<file path="config.mk">
export PLATFORM = sky130hd
export DESIGN_NAME = ckdiv_path
export DESIGN_NICKNAME = d
export VERILOG_FILES = /design/src/rtl/ckdiv_pkg.sv /design/src/rtl/ckdiv_field_dec.sv /design/src/rtl/ckdiv_src_sel.sv /design/src/rtl/ckdiv_counter.sv /design/src/rtl/ckdiv_path.sv
export SDC_FILE = /design/constraint.sdc
export NUM_CORES = 1
export LEC_CHECK = 0
export ABC_AREA = 1
export BUFFER_PORTS_ARGS = -buffer_cell sky130_fd_sc_hd__buf_4
export CAP_MARGIN = 40
export CORE_MARGIN = 2
export CORE_UTILIZATION = 48
export DETAILED_ROUTE_END_ITERATION = 8
export GPL_TIMING_DRIVEN = 1
export PLACE_DENSITY_LB_ADDON = 0.1
export SLEW_MARGIN = 20
export SYNTH_ARGS = -nofsm -noshare
export SYNTH_HDL_FRONTEND = slang
export SYNTH_SLANG_ARGS = --single-unit
</file>
<file path="constraint.sdc">
create_clock -name clk -period 4.45 [get_ports clk]
set_input_delay 1.1125 -clock clk [delete_from_list [all_inputs] [get_ports clk]]
set_output_delay 1.1125 -clock clk [all_outputs]
set_load 0.05 [all_outputs]
</file>
<file path="src/rtl/ckdiv_pkg.sv">
package ckdiv_pkg;

  // Encoding tables that turn a ratio code into a divide ratio.
  typedef enum logic [1:0] {
    TBL_EVEN   = 2'd0,
    TBL_MAC    = 2'd1,
    TBL_VIDEO  = 2'd2,
    TBL_COARSE = 2'd3
  } ckdiv_tbl_e;

  // Divide ratio produced by a code under a given table.
  function automatic int unsigned ckdiv_ratio(ckdiv_tbl_e tbl, int unsigned code);
    int unsigned r;
    case (tbl)
      TBL_EVEN:   r = 2 * (code + 1);
      TBL_MAC:    r = (code < 2) ? 4 : 2 * (code + 1);
      TBL_VIDEO:  r = (code < 2) ? 2 : code + 1;
      default:    r = 4 * (code + 1);
    endcase
    return r;
  endfunction

  // Largest ratio any code of a DIV_W-bit field can select.
  function automatic int unsigned ckdiv_max_ratio(ckdiv_tbl_e tbl, int unsigned div_w);
    int unsigned m;
    m = 0;
    for (int unsigned k = 0; k < (1 << div_w); k++) begin
      if (ckdiv_ratio(tbl, k) > m) m = ckdiv_ratio(tbl, k);
    end
    return m;
  endfunction

endpackage

</file>
<file path="src/rtl/ckdiv_field_dec.sv">
module ckdiv_field_dec
  import ckdiv_pkg::*;
#(
  parameter ckdiv_tbl_e TABLE   = TBL_EVEN,
  parameter int         REG_W   = 32,
  parameter int         SEL_BIT = 11,
  parameter int         GATE_BIT = 15,
  parameter int         DIV_LSB = 12,
  parameter int         DIV_W   = 3,
  parameter int         RW      = 6
) (
  input  logic [REG_W-1:0] sel_reg,
  output logic             src_sel,
  output logic             gate_en,
  output logic [RW-1:0]    ratio
);

  logic [DIV_W-1:0] code;
  logic             unused_bits;

  assign src_sel     = sel_reg[SEL_BIT];
  assign gate_en     = sel_reg[GATE_BIT];
  assign code        = sel_reg[DIV_LSB +: DIV_W];
  // Remaining bits belong to neighbouring functions.
  assign unused_bits = ^sel_reg;

  // One table is built per instance.
  generate
    if (TABLE == TBL_EVEN) begin : g_even
      assign ratio = RW'(2 * (int'(code) + 1));
    end else if (TABLE == TBL_MAC) begin : g_mac
      assign ratio = (code < DIV_W'(2)) ? RW'(4) : RW'(2 * (int'(code) + 1));
    end else if (TABLE == TBL_VIDEO) begin : g_video
      assign ratio = (code < DIV_W'(2)) ? RW'(2) : RW'(int'(code) + 1);
    end else begin : g_coarse
      assign ratio = RW'(4 * (int'(code) + 1));
    end
  endgenerate

endmodule

</file>
<file path="src/rtl/ckdiv_src_sel.sv">
module ckdiv_src_sel #(
  parameter int SRC0_PREDIV = 2
) (
  input  logic clk,
  input  logic rst,
  input  logic gate_en,
  input  logic src_sel,
  input  logic src0_tick,
  input  logic src1_tick,
  output logic tick
);

  logic src0_eff;

  generate
    if (SRC0_PREDIV == 2) begin : g_half
      // Phase flop: the second strobe of each pair is passed on.
      logic phase_q;
      always_ff @(posedge clk) begin
        if (rst || !gate_en) begin
          phase_q <= 1'b0;
        end else if (src0_tick) begin
          phase_q <= ~phase_q;
        end
      end
      assign src0_eff = src0_tick & phase_q;
    end else begin : g_direct
      logic unused_ctl;
      assign unused_ctl = clk ^ rst ^ gate_en;
      assign src0_eff   = src0_tick;
    end
  endgenerate

  // Synchronous switch between the two strobe streams.
  assign tick = src_sel ? src1_tick : src0_eff;

endmodule

</file>
<file path="src/rtl/ckdiv_counter.sv">
module ckdiv_counter #(
  parameter int RW = 6
) (
  input  logic          clk,
  input  logic          rst,
  input  logic          gate_en,
  input  logic          tick,
  input  logic [RW-1:0] ratio_new,
  output logic          div_tick,
  output logic          div_clk
);

  logic [RW-1:0] cnt_q, cnt_n;
  logic [RW-1:0] rat_q, rat_n;
  logic          wrap;

  // Last tick of the running period.
  assign wrap = gate_en && tick && (cnt_q == rat_q - RW'(1));

  always_comb begin
    cnt_n = cnt_q;
    rat_n = rat_q;
    if (!gate_en) begin
      cnt_n = '0;
      rat_n = ratio_new;
    end else if (tick) begin
      if (wrap) begin
        cnt_n = '0;
        rat_n = ratio_new;   // new code only at the period boundary
      end else begin
        cnt_n = cnt_q + RW'(1);
      end
    end
  end

  always_ff @(posedge clk) begin
    if (rst) begin
      cnt_q    <= '0;
      rat_q    <= ratio_new;
      div_tick <= 1'b0;
      div_clk  <= 1'b0;
    end else begin
      cnt_q    <= cnt_n;
      rat_q    <= rat_n;
      div_tick <= wrap;
      div_clk  <= gate_en && (cnt_n < (rat_n >> 1));
    end
  end

endmodule

</file>
<file path="src/rtl/ckdiv_path.sv">
module ckdiv_path
  import ckdiv_pkg::*;
#(
  parameter ckdiv_tbl_e TABLE       = TBL_EVEN,
  parameter int         REG_W       = 32,
  parameter int         SEL_BIT     = 11,
  parameter int         GATE_BIT    = 15,
  parameter int         DIV_LSB     = 12,
  parameter int         DIV_W       = 3,
  parameter int         SRC0_PREDIV = 2
) (
  input  logic             clk,
  input  logic             rst,
  input  logic [REG_W-1:0] sel_reg,
  input  logic             src0_tick,
  input  logic             src1_tick,
  output logic             div_tick,
  output logic             div_clk
);

  localparam int unsigned MAX_RATIO = ckdiv_max_ratio(TABLE, DIV_W);
  localparam int          RW        = $clog2(MAX_RATIO + 1);

  logic          src_sel;
  logic          gate_en;
  logic [RW-1:0] ratio;
  logic          tick;

  ckdiv_field_dec #(
    .TABLE(TABLE), .REG_W(REG_W), .SEL_BIT(SEL_BIT), .GATE_BIT(GATE_BIT),
    .DIV_LSB(DIV_LSB), .DIV_W(DIV_W), .RW(RW)
  ) u_dec (
    .sel_reg(sel_reg),
    .src_sel(src_sel),
    .gate_en(gate_en),
    .ratio  (ratio)
  );

  ckdiv_src_sel #(
    .SRC0_PREDIV(SRC0_PREDIV)
  ) u_src (
    .clk      (clk),
    .rst      (rst),
    .gate_en  (gate_en),
    .src_sel  (src_sel),
    .src0_tick(src0_tick),
    .src1_tick(src1_tick),
    .tick     (tick)
  );

  ckdiv_counter #(
    .RW(RW)
  ) u_cnt (
    .clk      (clk),
    .rst      (rst),
    .gate_en  (gate_en),
    .tick     (tick),
    .ratio_new(ratio),
    .div_tick (div_tick),
    .div_clk  (div_clk)
  );

endmodule

</file>
# --- After elaboration in Yosys (flattened, before gate mapping) ---
# Cells that the tools add are included.
classes:
  div_mod_pow: 0
  n_reduce_logical: 5
  eq_ne: 1
  n_lt_le_gt_ge: 1
  mul: 0
  bitwise: 2
  n_mux: 8
  n_addsub: 3
  n_shift: 0
ops:
  columns: ["operator", "count"]
  rows:
  - ["5-bit two-way mux", 7]
  - ["5-bit by 1-bit adder with 5-bit output, second input constant", 1]
  - ["5-bit equality test", 1]
  - ["5-bit by 4-bit < comparator with 1-bit output", 1]
  - ["5-bit by 1-bit subtractor with 5-bit output, second input constant", 1]
  - ["3-bit by 1-bit adder with 4-bit output, second input constant", 1]
  - ["1-bit logical AND", 3]
  - ["1-bit AND", 1]
  - ["1-bit zero test", 1]
  - ["1-bit logical OR", 1]
  - ["1-bit two-way mux", 1]
  - ["1-bit NOT", 1]
word_totals:
  mem_count: 0
  out_inout_bits: 2
  latchBits: 0
  wordCells: 25
  ramBits: 0
  reg_bits: 12
  rom_bits: 0
  input_bits: 36

# --- Logic depth before layout (Yosys ltp) ---
depth:
  ltp_word: 9
  ltp_mapped: 17
  mapped_depth_nobuf: 17

# --- By module ---
# Synthesis repeated with hierarchy kept, for this count alone.
unflattened:
  cells_unflattened: 141
  area_unflattened_um2: 955.9
modules_own_cells:
  columns: ["module", "cells_each", "instances", "seq_area_each_um2", "area_each_um2"]
  rows:
  - ["ckdiv_counter", 120, 1, 250.2, 822.0]
  - ["ckdiv_field_dec", 13, 1, 0.0, 71.3]
  - ["ckdiv_src_sel", 8, 1, 20.0, 62.6]

# --- Least setup slack after synthesis ---
# Ideal clock, no wire load.
synth_timing:
  path_type: "input to register"
  start: "in src0_tick"
  end: "reg u_cnt.div_clk"
  path_slack_ns: 1.673
  setup_time_ns: 0.066
  path_stages: 15
  n_path_buf: 1
  t_arrival_ns: 2.711
  cell_sequence: "nand2_1 -> nand2_1 -> nand2_2 -> inv_2 -> nand2_1 -> nor2_1 -> nand2_2 -> nand2_2 -> buf_6 -> nor2_1 -> ha_1 -> a21o_1 -> a211oi_1 -> nand2_2 -> a21oi_2"
synth_between:
  elab_chain_len: 9
  word_cells_on_any_way: 12
  cone_classes: "1 x order compare; 7 x mux; 1 x bitwise; 3 x reduce/logical"
synth_rtl:
  columns: ["element", "line", "rtl"]
  rows:
  - ["from (decl)", "ckdiv_path.sv:15", "input logic src0_tick,"]
  - ["1-bit AND *", "ckdiv_src_sel.sv:26", "assign src0_eff = src0_tick & phase_q;"]
  - ["1-bit two-way mux *", "ckdiv_src_sel.sv:35", "assign tick = src_sel ? src1_tick : src0_eff;"]
  - ["1-bit logical AND (2 in series)", "ckdiv_counter.sv:18", "assign wrap = gate_en && tick && (cnt_q == rat_q - RW'(1));"]
  - ["5-bit two-way mux", "ckdiv_counter.sv:27", "if (wrap) begin"]
  - ["5-bit two-way mux *", "ckdiv_counter.sv:26", "end else if (tick) begin"]
  - ["5-bit two-way mux *", "ckdiv_counter.sv:23", "if (!gate_en) begin"]
  - ["net u_cnt.cnt_n[2]", "ckdiv_counter.sv:13", "logic [RW-1:0] cnt_q, cnt_n;"]
  - ["5-bit by 4-bit < comparator with 1-bit output *", "ckdiv_counter.sv:46", "div_clk <= gate_en && (cnt_n < (rat_n >> 1));"]
  - ["1-bit logical AND *", "ckdiv_counter.sv:46", null]
  - ["to (signal assigned)", "ckdiv_counter.sv:46", null]
  - ["to (decl)", "ckdiv_counter.sv:10", "output logic div_clk"]
# The timed path passes the listed nets; every way through them passes the cells marked *.
# A chain may end at the register's enable or synchronous reset.

# --- Final worst setup path ---
layout_timing:
  start: "in src0_tick"
  end: "reg u_cnt.div_clk"
layout_between:
  elab_chain_len: 9
  word_cells_on_any_way: 12
  cone_classes: "1 x order compare; 7 x mux; 1 x bitwise; 3 x reduce/logical"
layout_rtl:
  columns: ["element", "line"]
  rows:
  - ["1-bit AND *", "ckdiv_src_sel.sv:26"]
  - ["1-bit two-way mux *", "ckdiv_src_sel.sv:35"]
  - ["1-bit logical AND (2 in series)", "ckdiv_counter.sv:18"]
  - ["5-bit two-way mux", "ckdiv_counter.sv:27"]
  - ["5-bit two-way mux", "ckdiv_counter.sv:26"]
  - ["5-bit two-way mux", "ckdiv_counter.sv:23"]
  - ["5-bit by 4-bit < comparator with 1-bit output *", "ckdiv_counter.sv:46"]
  - ["1-bit logical AND *", "ckdiv_counter.sv:46"]
# Mark *: on every way between the ends. The rest lies on a longest branch, timed or not.

==> impl_metrics.ini <==
[min_path]
min_from = u_src.g_half.phase_q
hold_depth = 2
holdPathEnd = u_src.g_half.phase_q
hp-class = flip-flop to flip-flop

[timing]
finalSetupViolCount = 0
tightest_slew_ps = 292
rsz0062_at_grt = no
fmax_mhz = 348
slew_violations = 0
timing_hold_violations_final = 0
layout_min_cycle_time_ps = 2880
finalCritPeriodShare_pct = 64.7
fin_setup_tns_ps = 0
maxSlewHeadroom_pct = 80.5
finClkSkew_ps = 4.51

[synth]
synth_seq_cells = 12
syn_area_um2 = 806
synth_ff_type = dfxtp_1
synthCells = 120
yosysMostFrequentCell = nand2_1
synth_area_leaders = dfxtp_1 (30%), nand2_1 (15%), ha_1 (9.3%)
ys_warn_count = 0
ys_seq_area_share_pct = 29.8
avgSynthCellArea_um2 = 6.71
yosys.area.top_type_share_pct = 29.8
synth_edf_count = 0
syn-num-nets = 162
synth_common_cells = nand2_1 (32), nor2_1 (17), inv_1 (14)
synth_top_area_cell = dfxtp_1
synth.distinct_cells = 25
async_flop_share_pct = 0

[grt]
grt_pass1_wl_um = 2760
grt_overflow_total = 0
grt_max_degree = 15
antenna_found_initial = 0
grt_use_total_pct = 18.6
grt_pass1_vias = 711

[layout]
n_fill_cell = 153
final_cell_area_um2 = 922
seq_area_um2 = 240
syn_to_final_growth_pct = 14.4
multi_input_area_um2 = 485
n_antenna_cell = 0
drive_above_1_share_pct = 18.2
nets = 175

[floorplan]
initial_core_util_pct = 52.3
core-area_um2 = 1540
die_w_um = 45.0
die_y_um = 45.0
rows = 14
io_pins = 38
die_area_um2 = 2020

[placed_design]
gp_congestion = 0.827
port_buffers = 10
dpl_cell_area_um2 = 886
place_hpwl_um = 1210

[routing]
via_count = 757
vias_per_cell = 5.11
detail_route.wl_per_cell_um = 10.1
wl_um = 1500
dr.pass1.iters = 7
ant_nets = 0
drc_errors = 0
drtIter0Drc = 22

[critical_path]
crit_slowest_cell = ha_1
crit_family = simple AND/OR/NAND/NOR gates
r2r_slack_ps = 1820
cp_data_required_time_ps = 4670
endpoint_kind = flip-flop
reg2reg_depth = 15
cp_data_arrival_time_ps = 3100
timing.rr.start = u_cnt.rat_q[1]
cp_num_buf_inv = 2
slowest_delay_ps = 290
r2r-end = u_cnt.div_clk
start_kind = input port
crit_chain = buf_4 -> nand2_1 -> nand2_1 -> nand2_2 -> inv_2 -> nand2_1 -> nor2_1 -> nand2_2 -> nand2_2 -> nand2_1 -> o21ai_0 -> ha_1 -> a21o_1 -> a211oi_1 -> nand2_2 -> a21oi_2
crit_type = input port to flip-flop
cp_max_fo = 14

[cts]
hold_buffers = 0
post_cts_buffers = 0
clk_pin_slew_ps = 80
cts_tree = built
htree_levels = 1
cts_sinks = 12
cts.repair.resized = 0
clock_latency_ps = 280
cts_buffer_depth = 2
root_buffer = clkbuf_4
numCtsBuffers = 3

[power]
ir_drop_uv = 190
power_density_nw_per_um2 = 282
p_leak_nw = 0.471

[run]
maxCapViolCount = 0

[run_status]
outcome = finished clean
layout by cell type, fill, tap and decap left out, drive strengths merged:
cell / n
a211oi: 1
a21o: 1
a21oi: 1
buf: 10
clkbuf: 4
clkinv: 1
dfxtp: 12
ha: 6
inv: 15
mux2i: 1
nand2: 36
nand3: 9
nand4: 1
nor2: 19
nor3: 3
nor3b: 1
o21ai: 6
o21bai: 1
xnor2: 1
xor2: 3
worst max path at each step:
stage / start / endpoint / slack, ps / cells after the start
6_report: src0_tick / u_cnt.div_clk / 1570 / 16
5_1_grt: src0_tick / u_cnt.div_clk / 1340 / 16
4_1_cts: src0_tick / u_cnt.div_clk / 1570 / 16
3_5_place_dp: src0_tick / u_cnt.div_clk / 1280 / 16
3_3_place_gp: src0_tick / u_cnt.div_clk / 1340 / 15
2_1_floorplan: src0_tick / u_cnt.div_clk / 1670 / 15
registers in the layout, summed over array words and instances, names as in the netlist:
| register | count |
|---|---|
| u_cnt.cnt_q | 5 |
| u_cnt.div_clk | 1 |
| u_cnt.div_tick | 1 |
| u_cnt.rat_q | 4 |
| u_src.g_half.phase_q | 1 |
per-stage QoR:
stage / util (%) / hold slack (ps) / total power [W] / worst slack [ps] / cells
6_report: 59.8 / 501 / 0.000260 / 1570 / 148
5_1_grt: 59.8 / 573 / 0.000276 / 1340 / 148
4_1_cts: 59.8 / 504 / 0.000260 / 1570 / 148
3_5_place_dp: 57.5 / 494 / 0.000175 / 1280 / 144
2_1_floorplan: - / 474 / 0.000159 / 1670 / 120
3_3_place_gp: 57.5 / 482 / 0.000173 / 1340 / 144
worst min-delay path, stage by stage, from the launching register on:
cell and delay [ps]:
dfxtp_1 310, nor2_1 90, nor3b_1 50
logic make-up (layout without fill, tap and decap cells):
logic type / count (synthesis) / after routing / synth area share (%)
AND/OR/NAND/NOR: 69 / 69 / 37.3
buffers and inverters: 18 / 30 / 9.94
flip-flops: 12 / 12 / 29.8
AO/OA/AOI/OAI: 10 / 10 / 8.08
adder cells (fa/ha/maj): 6 / 6 / 9.32
XOR/XNOR: 4 / 4 / 4.35
multiplexers: 1 / 1 / 1.24
per-layer routing:
metal,GRT usage [%],up-vias,routed length [um]
li1,-,399,-
met1,23.1,338,719
met2,31.7,15,705
met3,2.40,5,38
met4,8.82,0,33
met5,0,-,0
report_power, final:
group          total (W)  switching (W)  internal [W]
combinational  0.0000540      0.0000323     0.0000217
sequential      0.000118     0.00000481      0.000113
clock          0.0000879      0.0000381     0.0000498
total           0.000260      0.0000752      0.000185
cell type report:
cell class / instances / share of cell area (%)
multi-input combinational: 90 / 52.6
inverter: 16 / 7.06
timing repair buffer: 10 / 8.14
clock buffer: 4 / 3.93
tap: 16 / 2.17
sequential: 12 / 26.1
Power figures use the tool's default switching activity.
